File: src/rtl/pmode_pkg.sv
package pmode_pkg;

  typedef enum logic [2:0] {
    ST_RUN,
    ST_IDLE,
    ST_PD,
    ST_PINWAKE,
    ST_KBDWAKE
  } pm_state_e;

  localparam int B_IDLE = 0;
  localparam int B_PD   = 1;
  localparam int B_GF0  = 2;
  localparam int B_GF1  = 3;

  // One-hot wake source: an earlier latched release wins, INT0 before INT1.
  function automatic logic [2:0] pick_src(input logic [1:0] early,
                                          input logic [1:0] now_rel);
    logic [1:0] s;
    s = (early != 2'b00) ? early : now_rel;
    if (s[0])      return 3'b001;
    else if (s[1]) return 3'b010;
    return 3'b000;
  endfunction

endpackage

File: src/rtl/pmode_rstfilt.sv
module pmode_rstfilt #(
  parameter int HOLD = 24
) (
  input  logic clk,
  input  logic rst_n,
  input  logic rst_pin,
  output logic core_rst
);
  localparam int CW = $clog2(HOLD + 1);

  logic [CW-1:0] cnt;

  always_ff @(posedge clk or negedge rst_n) begin
    if (!rst_n)                cnt <= '0;
    else if (!rst_pin)         cnt <= '0;
    else if (cnt != CW'(HOLD)) cnt <= cnt + 1'b1;
  end

  assign core_rst = (cnt == CW'(HOLD));

  AST_RST_FROM_PIN: assert property (@(posedge clk) disable iff (!rst_n)
    core_rst |-> $past(rst_pin));

endmodule

File: src/rtl/pmode_settle.sv
module pmode_settle #(
  parameter int CYCLES = 1024
) (
  input  logic clk,
  input  logic rst_n,
  input  logic start,
  input  logic count_en,
  output logic done
);
  localparam int CW = (CYCLES > 1) ? $clog2(CYCLES) : 1;
  localparam logic [CW-1:0] LAST = CW'(CYCLES - 1);

  logic [CW-1:0] cnt;

  always_ff @(posedge clk or negedge rst_n) begin
    if (!rst_n)                      cnt <= '0;
    else if (start)                  cnt <= '0;
    else if (count_en && cnt != LAST) cnt <= cnt + 1'b1;
  end

  assign done = count_en && (cnt == LAST);

endmodule

File: src/rtl/pmode_seq.sv
module pmode_seq
  import pmode_pkg::*;
(
  input  logic       clk,
  input  logic       rst_n,
  input  logic       core_rst,
  input  logic       reg_we,
  input  logic [3:0] reg_wdata,
  output logic [3:0] reg_rdata,
  input  logic       irq_pending,
  input  logic       int0_n,
  input  logic       int1_n,
  input  logic       int0_en,
  input  logic       int1_en,
  input  logic       kbd_irq,
  input  logic       kbd_en,
  input  logic       osc_valid,
  input  logic       settle_done,
  output logic       in_kbd,
  output logic       cpu_clk_en,
  output logic       per_clk_en,
  output logic       osc_en,
  output logic       bus_hold,
  output logic [2:0] wake_src,
  output logic       wake_pulse
);
  pm_state_e  st;
  logic       idle_b, pd_b;
  logic [1:0] gf;
  logic [1:0] armed, rel_q;

  // Named events for the assertions
  logic [1:0] pin_low, rel_now;
  logic       wr_ok, kbd_req, pin_done, kbd_done, pd_exit;

  assign pin_low  = {int1_en & ~int1_n, int0_en & ~int0_n};
  assign rel_now  = armed & {int1_n, int0_n};
  assign wr_ok    = reg_we && (st == ST_RUN);
  assign kbd_req  = kbd_en && kbd_irq;
  assign pin_done = (st == ST_PINWAKE) && osc_valid && ((rel_q | rel_now) != 2'b00);
  assign kbd_done = (st == ST_KBDWAKE) && settle_done;
  assign pd_exit  = pin_done || kbd_done;

  always_ff @(posedge clk or negedge rst_n) begin
    if (!rst_n) begin
      st <= ST_RUN; idle_b <= 1'b0; pd_b <= 1'b0; gf <= 2'b00;
      armed <= 2'b00; rel_q <= 2'b00; wake_src <= 3'b000; wake_pulse <= 1'b0;
    end else if (core_rst) begin
      st <= ST_RUN; idle_b <= 1'b0; pd_b <= 1'b0; gf <= 2'b00;
      armed <= 2'b00; rel_q <= 2'b00; wake_src <= 3'b000; wake_pulse <= 1'b0;
    end else begin
      wake_pulse <= 1'b0;
      unique case (st)
        ST_RUN: if (wr_ok) begin
          idle_b <= reg_wdata[B_IDLE] & ~reg_wdata[B_PD];
          pd_b   <= reg_wdata[B_PD];
          gf     <= reg_wdata[B_GF1:B_GF0];
          if (reg_wdata[B_PD])        st <= ST_PD;
          else if (reg_wdata[B_IDLE]) st <= ST_IDLE;
        end
        ST_IDLE: if (irq_pending) begin
          idle_b <= 1'b0;
          st     <= ST_RUN;
        end
        ST_PD: begin
          if (pin_low != 2'b00) begin
            st    <= ST_PINWAKE;
            armed <= pin_low;
            rel_q <= 2'b00;
          end else if (kbd_req) begin
            st <= ST_KBDWAKE;
          end
        end
        ST_PINWAKE: begin
          if (pin_done) begin
            st         <= ST_RUN;
            pd_b       <= 1'b0;
            wake_src   <= pick_src(rel_q, rel_now);
            wake_pulse <= 1'b1;
          end else begin
            armed <= armed | pin_low;
            if (rel_q == 2'b00) rel_q <= rel_now;
          end
        end
        ST_KBDWAKE: if (kbd_done) begin
          st         <= ST_RUN;
          pd_b       <= 1'b0;
          wake_src   <= 3'b100;
          wake_pulse <= 1'b1;
        end
        default: st <= ST_RUN;
      endcase
    end
  end

  assign reg_rdata  = {gf, pd_b, idle_b};
  assign cpu_clk_en = (st == ST_RUN);
  assign per_clk_en = (st == ST_RUN) || (st == ST_IDLE);
  assign osc_en     = (st != ST_PD);
  assign bus_hold   = (st != ST_RUN);
  assign in_kbd     = (st == ST_KBDWAKE);

  AST_IDLE_WAKES: assert property (@(posedge clk) disable iff (!rst_n)
    (st == ST_IDLE && irq_pending && !core_rst) |=> (cpu_clk_en && !reg_rdata[B_IDLE]));
  AST_PD_DEAF: assert property (@(posedge clk) disable iff (!rst_n)
    (st == ST_PD && pin_low == 2'b00 && !kbd_req && !core_rst) |=> !osc_en);
  AST_PIN_HOLDS: assert property (@(posedge clk) disable iff (!rst_n)
    (st == ST_PINWAKE && !pin_done && !core_rst) |=> (!cpu_clk_en && osc_en));
  AST_EXIT_PULSE: assert property (@(posedge clk) disable iff (!rst_n)
    (pd_exit && !core_rst) |=> (wake_pulse && cpu_clk_en && !reg_rdata[B_PD]));
  AST_PULSE_SINGLE: assert property (@(posedge clk) disable iff (!rst_n)
    wake_pulse |=> !wake_pulse);
  AST_SRC_ONEHOT: assert property (@(posedge clk) disable iff (!rst_n)
    $onehot0(wake_src));
  AST_KBD_WAITS_OSC: assert property (@(posedge clk) disable iff (!rst_n)
    (st == ST_KBDWAKE && !osc_valid && !core_rst) |=> (st == ST_KBDWAKE));
  AST_GF_KEPT: assert property (@(posedge clk) disable iff (!rst_n)
    (!wr_ok && !core_rst) |=> $stable(gf));
  AST_RST_WINS: assert property (@(posedge clk) disable iff (!rst_n)
    core_rst |=> (cpu_clk_en && reg_rdata == 4'h0 && !wake_pulse));

endmodule

File: src/rtl/pmode_ctrl.sv
module pmode_ctrl #(
  parameter int RST_HOLD      = 24,
  parameter int SETTLE_CYCLES = 1024
) (
  input  logic       clk,
  input  logic       rst_n,
  input  logic       rst_pin,
  input  logic       reg_we,
  input  logic [3:0] reg_wdata,
  output logic [3:0] reg_rdata,
  input  logic       irq_pending,
  input  logic       int0_n,
  input  logic       int1_n,
  input  logic       int0_en,
  input  logic       int1_en,
  input  logic       kbd_irq,
  input  logic       kbd_en,
  input  logic       osc_valid,
  output logic       cpu_clk_en,
  output logic       per_clk_en,
  output logic       osc_en,
  output logic       bus_hold,
  output logic [2:0] wake_src,
  output logic       wake_pulse,
  output logic       core_rst
);
  logic settle_done;
  logic in_kbd;

  pmode_rstfilt #(.HOLD(RST_HOLD)) u_rstfilt (
    .clk(clk), .rst_n(rst_n), .rst_pin(rst_pin), .core_rst(core_rst)
  );

  pmode_settle #(.CYCLES(SETTLE_CYCLES)) u_settle (
    .clk(clk), .rst_n(rst_n), .start(!in_kbd),
    .count_en(in_kbd && osc_valid), .done(settle_done)
  );

  pmode_seq u_seq (
    .clk(clk), .rst_n(rst_n), .core_rst(core_rst),
    .reg_we(reg_we), .reg_wdata(reg_wdata), .reg_rdata(reg_rdata),
    .irq_pending(irq_pending), .int0_n(int0_n), .int1_n(int1_n),
    .int0_en(int0_en), .int1_en(int1_en), .kbd_irq(kbd_irq), .kbd_en(kbd_en),
    .osc_valid(osc_valid), .settle_done(settle_done), .in_kbd(in_kbd),
    .cpu_clk_en(cpu_clk_en), .per_clk_en(per_clk_en), .osc_en(osc_en),
    .bus_hold(bus_hold), .wake_src(wake_src), .wake_pulse(wake_pulse)
  );

endmodule

File: config.mk
export PLATFORM = sky130hd
export DESIGN_NAME = pmode_ctrl
export DESIGN_NICKNAME = d
export VERILOG_FILES = /design/src/rtl/pmode_pkg.sv /design/src/rtl/pmode_rstfilt.sv /design/src/rtl/pmode_settle.sv /design/src/rtl/pmode_seq.sv /design/src/rtl/pmode_ctrl.sv
export SDC_FILE = /design/constraint.sdc
export NUM_CORES = 1
export LEC_CHECK = 0
export BUFFER_PORTS_ARGS = -buffer_cell sky130_fd_sc_hd__buf_2
export CORE_ASPECT_RATIO = 0.8
export CORE_UTILIZATION = 45
export DETAILED_ROUTE_END_ITERATION = 7
export HOLD_SLACK_MARGIN = 0.06
export PLACE_DENSITY_LB_ADDON = 0.2
export SYNTH_ARGS = -nofsm -noshare
export SYNTH_HDL_FRONTEND = slang
export SYNTH_SLANG_ARGS = --single-unit
File: constraint.sdc
create_clock -name clk -period 2.6 [get_ports clk]
set_input_delay 0.13 -clock clk [delete_from_list [all_inputs] [get_ports clk]]
set_output_delay 0.13 -clock clk [all_outputs]
set_load 0.05 [all_outputs]
==> flow_summary_export.csv, run 1 <==
group,metric,value,unit
drt,vias,1405,
pwr,swShare,0.444,
placement,gp_congestion,0.846,
yosys,ys_warn_count,0,
cts,path_clk_slew,0.06,ns
drt,drt_iter0_markers,61,
yosys,synth_edf_count,0,
pwr,p_switching,0.000885,W
yosys,synth.distinct_cells,50,
pwr,p_int,0.00111,W
placement,place_hpwl,2620,microns
cts,post_cts_buffers,0,
layout,final_common_cell,"dfrtp_1",
hold_path,hp-class,"in2reg",
timing,finalCriticalPeriod,2.01,ns
drt,post_drt_wl_per_cell,13.5,microns
cts,cts_buffers,5,
die,io_pins,29,
grt,grt_pass1_vias,1364,
timing,holdWs,0.101,ns
grt,antenna_found_initial,0,
pwr,powerDensity,1020,nW/um^2
yosys,synth_fp_nets,202,
die,start_util,0.478,
timing,finalClockSkew,0.00508,ns
die,rows,19,
worst_setup_path,path_class,"reg2reg",
yosys,synthCells,183,
layout,final_cells,256,
die,die_h,56.5,microns
yosys,ys_ff_latch,30,
grt,grt_use_total,0.196,
cts,cts_buffer_depth,2,
grt,grt_pass1_wl,6030,microns
yosys,async_reset_ff_frac,1.00,
die,core_area,3490,sq um
timing,grt_setup_unrepaired,"false",
layout,synthToLayoutAreaGrowth,16.6,%
pwr,leakage,0.916,nW
timing,fin_tns_setup,0,ns
yosys,syn-cell-area,1670,sq um
timing,finalHoldViolations,0,
cts,htreeDepth,2,
layout,drive_above_1_share,0.196,
cts,cts_root_buffer,"clkbuf_8",
cts,clock_sinks,30,
worst_setup_path,path_buf_inv,0,
timing,slew_viol_final,0,
layout,fin_nets,232,
worst_setup_path,worst-path-max-fanout,16,
worst_setup_path,crit_path_start_kind,"flip-flop",
worst_setup_path,critical-path-slowest-cell,"or4_4",
job,drv_cap,0,
timing,slew_headroom,0.545,
worst_setup_path,required,2.81,ns
die,die_x,70.1,microns
worst_setup_path,cp.arrival,2.22,ns
drt,firstDrtPassIters,4,
yosys,avgSynthCellArea,9.13,sq um
pwr,power_frac_comb,0.431,
timing,setup_viol,0,
pwr,finalPower,0.00199,W
worst_setup_path,path_cells,"nor2_4 > nand2_4 > or4_4 > or3_1 > a21oi_1",
die,dieArea,3960,sq um
timing,worst_pin_slew,0.665,ns
outcome,status,"finished clean",
timing,achievable-frequency,497,MHz
drt,postRouteAntennaNets,0,
placement,portBuffers,28,
pwr,p_seq_frac,0.344,
grt,overflow,0,
grt,grt_max_degree,31,
placement,post-place-cells,247,
drt,vias_per_cell,5.49,
drt,drc,0,
pwr,ir_drop,0.631,mV
worst_setup_path,slowest_delay,0.60,ns
worst_setup_path,cp_top_family,"simple AND/OR/NAND/NOR gates",
cts,worstSkewPairLatency,0.28,ns
drt,wl,3450,microns
layout,mostFrequentLayoutCells,"dfrtp_1, buf_2, nor2_1",
yosys,ys.flop_type,"dfrtp_1",
worst_setup_path,crit_path_end_kind,"flip-flop",
cts,cts-resized-gates,0,
cts,cts_tree,"done",
layout,diodes,0,
timing,min_period_over_period,0.774,
pwr,pwr-share-clk,0.225,
yosys,yosysSeqAreaShare,0.449,
[what timing repair did]
item / 4_1_cts / 5_1_grt
hold buffers: 1 / 0
hold endpoints to repair: 30 / 0
endpoints found under the setup margin: 0 / 0
[cells in the mapped netlist, types with 3 or more instances]
cell type,number,share of area
nor3_1,5,0.015
and2_1,4,0.015
nand3_1,7,0.021
o31ai_1,3,0.013
dfrtp_1,30,0.45
o21ai_0,9,0.027
and3_1,4,0.015
a21oi_1,7,0.021
inv_1,10,0.022
nand2_1,18,0.040
nand2b_1,6,0.022
ha_1,3,0.022
buf_4,3,0.013
nor2_1,22,0.049
xnor2_1,7,0.037
xor2_1,3,0.016
[cell type report]
class                           instances  area, sq um
Fill cell                             314         1550
Timing Repair Buffer                   31          165
Tap cell                               42         52.6
Clock buffer                            5         68.8
Clock inverter                          3         40.0
Sequential cell                        30          751
Inverter                               10         37.5
Multi-Input combinational cell        135          832
[sequential cells by signal, indices dropped and copies added, names as in the netlist]
| register | cells |
|---|---|
| u_seq.st | 3 |
| u_seq.rel_q | 2 |
| u_seq.wake_src | 3 |
| u_seq.pd_b | 1 |
| u_seq.gf | 2 |
| u_rstfilt.cnt | 5 |
| u_seq.idle_b | 1 |
| u_settle.cnt | 10 |
| u_seq.armed | 2 |
| u_seq.wake_pulse | 1 |
[power groups by stage]
stage,Sequential (W),Clock (W),Combinational [W]
global route,0.000702,0.000487,0.000928
global placement,0.000681,0,0.000844
finish,0.000686,0.000449,0.000860
floorplan,0.000731,0,0.000663
detailed placement,0.000694,0,0.000861
CTS,0.000686,0.000460,0.000864
[cell families after synthesis]
| kind of cell | Yosys count | synth area share |
|---|---|---|
| flops | 30 | 0.449 |
| mux | 2 | 0.0120 |
| fa+ha+maj | 3 | 0.0225 |
| compound gates | 39 | 0.163 |
| simple gates | 81 | 0.248 |
| xor+xnor | 10 | 0.0524 |
| buf+inv | 18 | 0.0524 |
[path summary, 6_finish.rpt]
check / startpoint / to / slack [ns] / cells after the start
max: u_seq.st[1]$_DFFE_PN0P_ / u_settle.cnt[6]$_DFFE_PN0P_ / 0.59 / 5
min: rst_pin / u_rstfilt.cnt[4]$_DFFE_PN0P_ / 0.10 / 2
max reg2reg: u_seq.st[1]$_DFFE_PN0P_ / u_settle.cnt[6]$_DFFE_PN0P_ / 0.59 / 5
min reg2reg: u_seq.armed[1]$_DFFE_PN0P_ / u_seq.armed[1]$_DFFE_PN0P_ / 0.48 / 2
max in group asynchronous: rst_n / u_settle.cnt[4]$_DFFE_PN0P_ / 1.76 / 2
min in group asynchronous: rst_n / u_seq.armed[1]$_DFFE_PN0P_ / 0.42 / 2
[layer usage]
metal / vias up / GRT usage / share of wire
met1: 674 / 0.242 / 0.46
met2: 24 / 0.320 / 0.49
met5: - / 0 / 0
met3: 4 / 0.0718 / 0.044
li1: 703 / - / -
met4: 0 / 0.0629 / 0.0078
[through the flow]
stage | cell area (sq um) | util | worst slack, ns
floorplan | 1670 | - | 0.0157
global route | 1950 | 0.557 | 0.497
CTS | 1950 | 0.557 | 0.599
detailed placement | 1830 | 0.523 | 0.611
global placement | 1830 | 0.523 | 0.652
finish | 1950 | 0.557 | 0.589
Note: power is estimated with default switching activity, not from simulation.
==> run 2: changes to the inputs <==
==> constraint.sdc (replaced) <==
create_clock -name clk -period 1.7 [get_ports clk]
set_input_delay 0.085 -clock clk [delete_from_list [all_inputs] [get_ports clk]]
set_output_delay 0.085 -clock clk [all_outputs]
set_load 0.05 [all_outputs]
==> run 2 against run 1 <==
  * The run now ends with negative setup slack left
  * Non-clock buffer count grew 27
  * Die area is the same
  * Wire length grew 16%
  * Critical path type unchanged
  * Critical endpoint is now u_seq.wake_src[1]$_DFFE_PN0P_
==> flow_summary_export.csv, run 2 (synthesized netlist as in run 1, its figures left out) <==
group,metric,value,unit
die,core_area,3490,sq um
cts,clock_sinks,30,
pwr,p_seq_frac,0.310,
layout,largest_reg_flops,10,
outcome,status,"complete, but fails checks",
hold_path,hold_depth,2,
layout,multi_input_area,908,sq um
layout,fill_cells,301,
die,die_h,56.5,microns
worst_setup_path,path_cells,"inv_2 > ha_1 > nand4b_1 > inv_2 > nor3_2 > a311o_1 > a22o_1",
drt,wl,4000,microns
pwr,pwr-share-clk,0.165,
worst_setup_path,worst-path-max-fanout,6,
drt,vias,1545,
grt,overflow,0,
outcome,violations,"negative setup slack",
drt,post_drt_wl_per_cell,14.2,microns
timing,grt_setup_unrepaired,"true",
grt,grt_pass1_wl,7070,microns
worst_setup_path,worstRegToRegCells,7,
layout,seq_area,752,sq um
layout,largest-register,"u_settle.cnt",
cts,worstSkewPairLatency,0.27,ns
layout,final_cells,282,
grt,grt_max_degree,31,
drt,drt_iter0_markers,59,
placement,place_hpwl,3020,microns
timing,setup_viol,2,
layout,mostFrequentLayoutCells,"buf_4, dfrtp_1, buf_2",
worst_setup_path,crit_path_frequent_cell,"inv_2",
pwr,p_switching,0.00147,W
die,io_pins,29,
layout,fin_util,0.630,
pwr,powerDensity,1460,nW/um^2
cts,cts_buffer_depth,2,
pwr,leakage,1.03,nW
hold_path,hp-class,"in2reg",
worst_setup_path,required,1.86,ns
timing,finalHoldViolations,0,
grt,antenna_found_initial,0,
worst_setup_path,path_buf_inv,2,
timing,finalClockSkew,0.00345,ns
cts,cts_root_buffer,"clkbuf_8",
worst_setup_path,cp.arrival,1.90,ns
timing,min_period_over_period,1.03,
drt,postRouteAntennaNets,0,
cts,cts_buffers,5,
placement,portBuffers,28,
worst_setup_path,reg2reg_slack,-0.05,ns
worst_setup_path,r2r_end,"u_seq.wake_src[1]$_DFFE_PN0P_",
worst_setup_path,cp_top_family,"compound AO/OA/AOI/OAI gates",
die,start_util,0.478,
worst_setup_path,slowest_delay,0.39,ns
layout,drive_above_1_share,0.350,
pwr,power_frac_comb,0.525,
grt,grt_pass1_vias,1516,
timing,setup_ws,-0.0451,ns
placement,post-place-cells,270,
job,drv_cap,0,
cts,htreeDepth,2,
timing,worst_pin_slew,0.676,ns
layout,fin_nets,259,
timing,slew_headroom,0.549,
timing,slew_viol_final,0,
worst_setup_path,crit_path_end_kind,"flip-flop",
drt,drc,0,
grt,grt_use_total,0.227,
layout,top_regs,"u_settle.cnt (10), u_rstfilt.cnt (5)",
pwr,swShare,0.458,
pwr,p_int,0.00174,W
worst_setup_path,reg2reg_from,"u_rstfilt.cnt[0]$_DFFE_PN0P_",
die,dieArea,3960,sq um
die,die_x,70.1,microns
layout,diodes,0,
cts,cts_tree,"done",
layout,synthToLayoutAreaGrowth,31.8,%
drt,firstDrtPassIters,4,
timing,achievable-frequency,573,MHz
hold_path,min-delay-start,"rst_pin",
cts,path_clk_slew,0.06,ns
timing,finalCriticalPeriod,1.75,ns
worst_setup_path,crit_path_start_kind,"flip-flop",
die,rows,19,
placement,gp_congestion,0.830,
hold_path,worstHoldEndpoint,"u_rstfilt.cnt[3]$_DFFE_PN0P_",
drt,vias_per_cell,5.48,
worst_setup_path,path_class,"reg2reg",
pwr,ir_drop,1.00,mV
worst_setup_path,critical-path-slowest-cell,"dfrtp_1",
## run 2: area by class of cell
class                      count  share of cell area
clock buffer                   7              0.0347
multi-input combinational    135               0.413
timing repair buffer          58               0.170
inverter                      10              0.0171
tap                           42              0.0239
sequential                    30               0.342
## run 2: per-layer routing
metal / routed length [microns] / track usage
met5: 0 / 0
met4: 25 / 0.0571
met3: 181 / 0.0503
met2: 1790 / 0.346
met1: 2000 / 0.327
## run 2: metrics by stage
| step | cell area (sq um) | hold WS, ns | TNS [ns] | setup slack [ns] | power [W] |
|---|---|---|---|---|---|
| floorplan | 1680 | -0.211 | -0.0112 | -0.0112 | 0.00216 |
| detailed placement | 2010 | 0.166 | -0.150 | -0.0776 | 0.00257 |
| global route | 2200 | 0.0777 | -0.587 | -0.140 | 0.00340 |
| CTS | 2130 | 0.0720 | -0.0695 | -0.0467 | 0.00314 |
| global placement | 2010 | 0.155 | 0 | 0.0239 | 0.00252 |
| finish | 2200 | 0.0758 | -0.0720 | -0.0451 | 0.00320 |
## run 2: how the worst max path moves through the flow
stage / startpoint / endpoint / slack [ns] / cells after the start
2_1_floorplan: u_seq.st[0]$_DFFE_PN0P_ / u_seq.st[2]$_DFFE_PN0P_ / -0.01 / 6
3_3_place_gp: u_seq.armed[0]$_DFFE_PN0P_ / u_seq.st[1]$_DFFE_PN0P_ / 0.02 / 5
3_5_place_dp: u_rstfilt.cnt[0]$_DFFE_PN0P_ / u_seq.wake_src[1]$_DFFE_PN0P_ / -0.08 / 7
4_1_cts: u_rstfilt.cnt[0]$_DFFE_PN0P_ / u_seq.wake_src[1]$_DFFE_PN0P_ / -0.05 / 7
5_1_grt: u_rstfilt.cnt[1]$_DFFE_PN0P_ / u_seq.wake_src[1]$_DFFE_PN0P_ / -0.14 / 7
6_report: u_rstfilt.cnt[0]$_DFFE_PN0P_ / u_seq.wake_src[1]$_DFFE_PN0P_ / -0.05 / 7
## run 2: power groups by stage
stage	combinational, W	clock (W)	sequential (W)
finish	0.00168	0.000528	0.000994
detailed placement	0.00157	0	0.000999
global route	0.00182	0.000562	0.00102
floorplan	0.00104	0	0.00112
global placement	0.00153	0	0.000991
CTS	0.00161	0.000541	0.000989
## run 2: worst register-to-register path, delay by kind of cell, from the launching register on
kind	cells	cell delay [ns]
compound gates	2	0.56
simple gates	2	0.30
buf+inv	2	0.27
fa+ha+maj	1	0.13
flops	1	0.39
## run 2: timing repair
| item | CTS | global route |
|---|---|---|
| hold endpoints to repair | 30 | 0 |
| hold buffers | 1 | 0 |
| resized for setup | 9 | 14 |
| pin swaps | 3 | 10 |
| gates cloned | 0 | 0 |
| endpoints found under the setup margin | 10 | 14 |
| buffers inserted | 2 | 2 |
